===== src/rtl/nor_split_pkg.sv =====
package nor_split_pkg;

  typedef enum logic [2:0] {
    ST_IDLE,
    ST_CMD,
    ST_DATA,
    ST_WAIT,
    ST_FIN
  } splitState_t;

  // strobes from control to datapath
  typedef struct packed {
    logic load;
    logic issue;
    logic beat;
    logic advance;
  } dpCtrl_t;

  // flags from datapath to control
  typedef struct packed {
    logic lenZero;
    logic lastBeat;
    logic lastChunk;
  } dpStat_t;

endpackage


===== src/rtl/split_dp.sv =====
module split_dp
  import nor_split_pkg::*;
#(
  parameter int ADDR_W    = 24,
  parameter int LEN_W     = 16,
  parameter int SMALL_LOG = 8,
  parameter int LARGE_LOG = 9,
  localparam int CNT_W    = LARGE_LOG + 1
) (
  input  logic              clk,
  input  logic              rstN,
  input  dpCtrl_t           ctl,
  input  logic [ADDR_W-1:0] reqAddr,
  input  logic [LEN_W-1:0]  reqLen,
  input  logic              pageSel,
  output logic [ADDR_W-1:0] cmdAddr,
  output logic [CNT_W-1:0]  cmdCount,
  output dpStat_t           stat
);

  logic [ADDR_W-1:0] curAddr;
  logic [LEN_W-1:0]  remLen;
  logic              selQ;
  logic              firstQ;
  logic [CNT_W-1:0]  chunkQ;
  logic [CNT_W-1:0]  beatCnt;

  logic [CNT_W-1:0]  pageBytes;
  logic [CNT_W-1:0]  offset;
  logic [CNT_W-1:0]  room;
  logic [CNT_W-1:0]  chunk;

  // page geometry of the latched request
  assign pageBytes = selQ ? CNT_W'(1 << LARGE_LOG) : CNT_W'(1 << SMALL_LOG);
  assign offset    = curAddr[CNT_W-1:0] & (pageBytes - CNT_W'(1));
  assign room      = pageBytes - offset;
  assign chunk     = (remLen < LEN_W'(room)) ? remLen[CNT_W-1:0] : room;

  assign cmdAddr  = curAddr;
  assign cmdCount = chunk;

  assign stat.lenZero   = (reqLen == '0);
  assign stat.lastBeat  = (beatCnt == CNT_W'(1));
  assign stat.lastChunk = (remLen == LEN_W'(chunkQ));

  always_ff @(posedge clk) begin
    if (!rstN) begin
      curAddr <= '0;
      remLen  <= '0;
      selQ    <= 1'b0;
      firstQ  <= 1'b0;
      chunkQ  <= '0;
      beatCnt <= '0;
    end else begin
      if (ctl.load) begin
        curAddr <= reqAddr;
        remLen  <= reqLen;
        selQ    <= pageSel;
        firstQ  <= 1'b1;
      end
      if (ctl.issue) begin
        chunkQ  <= chunk;
        beatCnt <= chunk;
        firstQ  <= 1'b0;
      end else if (ctl.beat) begin
        beatCnt <= beatCnt - CNT_W'(1);
      end
      if (ctl.advance) begin
        curAddr <= curAddr + ADDR_W'(chunkQ);
        remLen  <= remLen - LEN_W'(chunkQ);
      end
    end
  end

  a_r2_count_bound: assert property (@(posedge clk) disable iff (!rstN)
    ctl.issue |-> (chunk != '0) && (chunk <= pageBytes));

  a_r4_aligned_start: assert property (@(posedge clk) disable iff (!rstN)
    (ctl.issue && !firstQ) |-> (offset == '0));

  a_r4_full_page: assert property (@(posedge clk) disable iff (!rstN)
    (ctl.issue && !firstQ && (remLen >= LEN_W'(pageBytes))) |-> (chunk == pageBytes));

  a_r6_no_underflow: assert property (@(posedge clk) disable iff (!rstN)
    ctl.beat |-> (beatCnt != '0));

  a_r8_rem_covers: assert property (@(posedge clk) disable iff (!rstN)
    ctl.advance |-> (remLen >= LEN_W'(chunkQ)));

endmodule


===== src/rtl/split_ctrl.sv =====
module split_ctrl
  import nor_split_pkg::*;
(
  input  logic    clk,
  input  logic    rstN,
  input  logic    reqValid,
  input  logic    cmdReady,
  input  logic    cmdDone,
  input  logic    inValid,
  input  logic    outReady,
  input  dpStat_t stat,
  output dpCtrl_t ctl,
  output logic    reqReady,
  output logic    cmdValid,
  output logic    inReady,
  output logic    outValid,
  output logic    busy,
  output logic    reqDone
);

  splitState_t state, stateNext;
  logic accept;

  assign reqReady = (state == ST_IDLE);
  assign accept   = reqValid && reqReady;
  assign cmdValid = (state == ST_CMD);
  assign inReady  = (state == ST_DATA) && outReady;
  assign outValid = (state == ST_DATA) && inValid;
  assign busy     = (state != ST_IDLE);
  assign reqDone  = (state == ST_FIN);

  assign ctl.load    = accept;
  assign ctl.issue   = cmdValid && cmdReady;
  assign ctl.beat    = (state == ST_DATA) && inValid && outReady;
  assign ctl.advance = (state == ST_WAIT) && cmdDone;

  always_comb begin
    stateNext = state;
    unique case (state)
      ST_IDLE: if (accept)    stateNext = stat.lenZero ? ST_FIN : ST_CMD;
      ST_CMD:  if (ctl.issue) stateNext = ST_DATA;
      ST_DATA: if (ctl.beat && stat.lastBeat) stateNext = ST_WAIT;
      ST_WAIT: if (cmdDone)   stateNext = stat.lastChunk ? ST_FIN : ST_CMD;
      ST_FIN:                 stateNext = ST_IDLE;
      default:                stateNext = ST_IDLE;
    endcase
  end

  always_ff @(posedge clk) begin
    if (!rstN) state <= ST_IDLE;
    else       state <= stateNext;
  end

  a_r7_wait_hold: assert property (@(posedge clk) disable iff (!rstN)
    (state == ST_WAIT && !cmdDone) |=> (state == ST_WAIT));

  a_r7_issue_after_done: assert property (@(posedge clk) disable iff (!rstN)
    $rose(cmdValid) |-> ($past(state) == ST_IDLE || $past(cmdDone)));

  a_r9_zero_len: assert property (@(posedge clk) disable iff (!rstN)
    (accept && stat.lenZero) |=> reqDone);

  a_r10_done_pulse: assert property (@(posedge clk) disable iff (!rstN)
    reqDone |=> (!reqDone && !busy));

endmodule


===== src/rtl/nor_page_splitter.sv =====
module nor_page_splitter
  import nor_split_pkg::*;
#(
  parameter int ADDR_W    = 24,
  parameter int LEN_W     = 16,
  parameter int DATA_W    = 8,
  parameter int SMALL_LOG = 8,
  parameter int LARGE_LOG = 9
) (
  input  logic                 clk,
  input  logic                 rstN,
  input  logic                 reqValid,
  output logic                 reqReady,
  input  logic [ADDR_W-1:0]    reqAddr,
  input  logic [LEN_W-1:0]     reqLen,
  input  logic                 pageSel,
  output logic                 cmdValid,
  input  logic                 cmdReady,
  output logic [ADDR_W-1:0]    cmdAddr,
  output logic [LARGE_LOG:0]   cmdCount,
  input  logic                 cmdDone,
  input  logic [DATA_W-1:0]    inData,
  input  logic                 inValid,
  output logic                 inReady,
  output logic [DATA_W-1:0]    outData,
  output logic                 outValid,
  input  logic                 outReady,
  output logic                 busy,
  output logic                 reqDone
);

  dpCtrl_t ctl;
  dpStat_t stat;

  split_ctrl ctrl_i (
    .clk      (clk),
    .rstN     (rstN),
    .reqValid (reqValid),
    .cmdReady (cmdReady),
    .cmdDone  (cmdDone),
    .inValid  (inValid),
    .outReady (outReady),
    .stat     (stat),
    .ctl      (ctl),
    .reqReady (reqReady),
    .cmdValid (cmdValid),
    .inReady  (inReady),
    .outValid (outValid),
    .busy     (busy),
    .reqDone  (reqDone)
  );

  split_dp #(
    .ADDR_W    (ADDR_W),
    .LEN_W     (LEN_W),
    .SMALL_LOG (SMALL_LOG),
    .LARGE_LOG (LARGE_LOG)
  ) dp_i (
    .clk      (clk),
    .rstN     (rstN),
    .ctl      (ctl),
    .reqAddr  (reqAddr),
    .reqLen   (reqLen),
    .pageSel  (pageSel),
    .cmdAddr  (cmdAddr),
    .cmdCount (cmdCount),
    .stat     (stat)
  );

  // bytes flow straight through during the data phase
  assign outData = inData;

  a_r6_gated_idle: assert property (@(posedge clk) disable iff (!rstN)
    !busy |-> (!inReady && !outValid && !cmdValid));

  a_r10_ready_inverse: assert property (@(posedge clk) disable iff (!rstN)
    reqReady == !busy);

endmodule


===== config.mk =====
export PLATFORM = sky130hd
export DESIGN_NAME = nor_page_splitter
export DESIGN_NICKNAME = d
export VERILOG_FILES = /design/src/rtl/nor_split_pkg.sv /design/src/rtl/split_dp.sv /design/src/rtl/split_ctrl.sv /design/src/rtl/nor_page_splitter.sv
export SDC_FILE = /design/constraint.sdc
export NUM_CORES = 1
export LEC_CHECK = 0
export ABC_CLOCK_PERIOD_IN_PS = 3900
export BUFFER_PORTS_ARGS = -buffer_cell sky130_fd_sc_hd__buf_2
export CORE_UTILIZATION = 48
export DETAILED_ROUTE_END_ITERATION = 8
export GPL_TIMING_DRIVEN = 0
export PLACE_DENSITY = 0.83
export SLEW_MARGIN = 20
export SYNTH_ARGS = -nofsm -noshare
export SYNTH_HDL_FRONTEND = slang
export SYNTH_SLANG_ARGS = --single-unit

===== constraint.sdc =====
create_clock -name clk -period 3.9 [get_ports clk]
set_clock_uncertainty 0.05 [all_clocks]
set_input_delay 0.78 -clock clk [delete_from_list [all_inputs] [get_ports clk]]
set_output_delay 0.78 -clock clk [all_outputs]
set_load 0.02 [all_outputs]

==> impl_metrics.sql <==
INSERT INTO impl_metrics (metric_group, metric, value, unit) VALUES
('power_and_ir_drop', 'design_power_total', '3.53', 'mW'),
('placed_design', 'io_buffers', '94', ''),
('synthesis', 'syn_area_per_cell', '7.48', 'um2'),
('synthesis', 'synth.cell_area', '4740', 'um2'),
('drt', 'wl_met2', '7960', 'um'),
('worst_hold_path', 'hold_path_end', 'dp_i.selQ$_SDFFE_PN0P_', ''),
('cts', 'path_clk_slew', '80', 'ps'),
('die', 'coreArea', '9420', 'um2'),
('cells_and_area', 'final_core_util', '64.8', '%'),
('die', 'std_cell_rows', '35', ''),
('timing', 'setup_slack', '-396', 'ps'),
('cells_and_area', 'stdcell_count', '899', ''),
('critical_path', 'worstSetupStartpointType', 'register', ''),
('cts', 'cts_inserted_buffers', '9', ''),
('cells_and_area', 'num_antenna_cells', '0', ''),
('cts', 'tritoncts', 'yes', ''),
('drt', 'wl_per_cell', '19.0', 'um'),
('global_route', 'grt_max_degree', '12', ''),
('flow_run', 'drv.max_cap_violation_count', '0', ''),
('drt', 'vias_per_cell', '6.27', ''),
('critical_path', 'worst-setup-path-type', 'register to output pin', ''),
('die', 'pin_count', '104', ''),
('die', 'die_area', '10300', 'um2'),
('power_and_ir_drop', 'pwr_density_cell', '579', 'nW/um2'),
('outcome', 'failed_checks', 'negative setup slack', ''),
('critical_path', 'crit_path_max_fanout', '7', ''),
('power_and_ir_drop', 'max-vdd-ir-drop', '350', 'uV'),
('timing', 'grt_setup_unrepaired', 'true', ''),
('drt', 'wl_met3', '1650', 'um'),
('drt', 'antenna_violating_nets_post_route', '0', ''),
('synthesis', 'ys_dominant_reg_cell', 'sky130_fd_sc_hd__dfxtp_1', ''),
('global_route', 'via_count_of_the_first_global_routing_pass', '5390', ''),
('placed_design', 'hpwl', '12000', 'um'),
('global_route', 'grt_util_all_layers', '34.5', '%'),
('die', 'die_height', '101', 'um'),
('critical_path', 'crit_path_start', 'dp_i.cmdAddr[3]$_SDFFE_PN0P_', ''),
('cts', 'clockBufferDepth', '2', ''),
('power_and_ir_drop', 'leakage', '2.61', 'nW'),
('timing', 'final_hold_viol_count', '0', ''),
('cells_and_area', 'stdcell_area', '6100', 'um2'),
('die', 'die_x', '101', 'um'),
('drt', 'maxUsedRoutingLayer', 'met4', ''),
('drt', 'number_of_vias_in_the_routed_layout', '5640', ''),
('timing', 'final_period_minus_worst_setup_slack', '4300', 'ps'),
('critical_path', 'timing.rr.start', 'dp_i.cmdAddr[3]$_SDFFE_PN0P_', ''),
('drt', 'initialDrtViolationCount', '488', ''),
('cts', 'clock_insertion_delay_worst_skew', '360', 'ps'),
('critical_path', 'timing.critical_path.to_type', 'output pin', ''),
('cells_and_area', 'layout-drive-gt1-share', '24.7', '%'),
('drt', 'detail_route.wirelength.met1', '6730', 'um'),
('cells_and_area', 'areaGrowthSynthToFinish', '28.6', '%'),
('timing', 'fin_crit_sh', '110', '%'),
('drt', 'drc', '0', ''),
('cts', 'cts_sinks', '64', ''),
('critical_path', 'worst-r2r-setup-slack', '440', 'ps'),
('critical_path', 'reg2regPathDepth', '17', ''),
('synthesis', 'synthDominantCellAreaShare', '27.0', '%'),
('critical_path', 'critical_path_required', '3070', 'ps'),
('global_route', 'aggregate_global_routing_overflow', '0', ''),
('cells_and_area', 'final_net_count', '855', ''),
('synthesis', 'ys_types', '61', ''),
('timing', 'setup_viol', '10', ''),
('synthesis', 'synth_top_area_cell', 'sky130_fd_sc_hd__dfxtp_1', ''),
('outcome', 'status', 'complete, but fails checks', ''),
('cts', 'cts_hold_buffers', '0', ''),
('synthesis', 'synthesis.instances', '634', ''),
('placed_design', 'dpl-instance-area', '5370', 'um2'),
('timing', 'timing_max_transition_violations_final', '0', ''),
('worst_hold_path', 'hold_path_depth', '2', ''),
('synthesis', 'syn-num-nets', '724', ''),
('worst_hold_path', 'launch_instance_of_the_worst_min_delay_path', 'dp_i.selQ$_SDFFE_PN0P_', '');
## worst max path at each step
stage | end | cells after the start
after floorplan | cmdCount[6] | 12
after global placement | cmdCount[1] | 13
after detailed placement | cmdCount[1] | 13
after CTS | cmdCount[1] | 14
after global routing | cmdCount[2] | 14
final | cmdCount[1] | 14
## repair_timing
item                       4_1_cts  5_1_grt
setup endpoints to repair       10       10
cloned                           0        0
setup buffers                   22        4
pin swaps                        6        7
resized for setup               59       13
## report_power, final
group / switching [mW] / leakage, nW / internal [mW]
clock: 0.286 / 0.101 / 0.328
sequential: 0.140 / 0.527 / 0.750
combinational: 1.14 / 1.99 / 0.889
## cells in the final DEF (no fill, tap or decap), drive strengths merged, types with 3 or more instances in the layout
cell and n:
or4 3, a21o 6, nand3 22, mux2i 12, nor3b 3, or3 6, nand4 8, o21ai 31
nand2b 6, nor3 21, nor2 44, o311a 3, o221ai 3, nor2b 9, o22ai 3, a211oi 5
ha 32, nand3b 5, a22oi 6, clkbuf 37, a311oi 10, xor2 10, a31oi 11, a21oi 58
a221oi 3, dfxtp 64, nand2 86, and2 7, and3 12, o21a 6, nor4 11, xnor2 13
o211ai 14, buf 131, inv 39
## layer usage
layer | vias to the layer above | GRT usage, %
met5 | - | 0
met4 | 0 | 20.4
met3 | 71 | 4.35
met2 | 381 | 57.1
met1 | 2627 | 43.1
li1 | 2561 | -
## worst max-delay path, stage by stage (launching register included)
cell	delay, ps
sky130_fd_sc_hd__dfxtp_4	350
sky130_fd_sc_hd__or4_4	580
sky130_fd_sc_hd__nor3_4	220
sky130_fd_sc_hd__nand2_2	120
sky130_fd_sc_hd__xnor2_4	210
sky130_fd_sc_hd__inv_2	70
sky130_fd_sc_hd__ha_4	280
sky130_fd_sc_hd__o211ai_1	130
sky130_fd_sc_hd__nor3_2	210
sky130_fd_sc_hd__a2111oi_4	110
sky130_fd_sc_hd__buf_6	170
sky130_fd_sc_hd__nand2_8	150
sky130_fd_sc_hd__mux2i_4	290
sky130_fd_sc_hd__inv_1	70
sky130_fd_sc_hd__buf_6	130
## sequential cells by signal, indices dropped and copies added, names as in the netlist
| name | flops |
|---|---|
| dp_i.cmdAddr | 24 |
| dp_i.selQ | 1 |
| dp_i.remLen | 16 |
| dp_i.chunkQ | 10 |
| ctrl_i.state | 3 |
| dp_i.beatCnt | 10 |
## cells by family (layout without fill, tap and decap cells)
kind of cell	Yosys count	count (layout)	synth area share, %
buffers and inverters	76	212	6.81
and+or+nand+nor	250	250	26.0
AOI/OAI and AO/OA	174	174	23.9
adders and majority gates	34	34	9.29
DFF	64	64	27.0
xor gates and xnor gates	23	23	4.25
muxes	13	13	2.77
## per-stage QoR
step	setup WS [ps]	hold WS [ps]
global placement	-324	391
finish	-396	413
CTS	-287	412
global route	-541	440
floorplan	158	382
detailed placement	-401	402
## layout make-up
type	instances	area [um2]
clock inverter	5	55.1
sequential	64	1290
inverter	39	146
clock buffer	11	151
tap	129	161
fill	805	3320
buffer	37	176
multi-input combinational	494	3380
timing repair buffer	120	736
## synth_stat cells, drive strengths merged, types with 12 or more instances
master	count
clkbuf	26
a21oi	58
o21ai	31
nand2	86
ha	32
dfxtp	64
inv	39
xnor2	13
mux2i	12
nor3	21
nor2	44
o211ai	14
nand3	22
and3	12
Note: power is estimated with default switching activity, not from simulation.
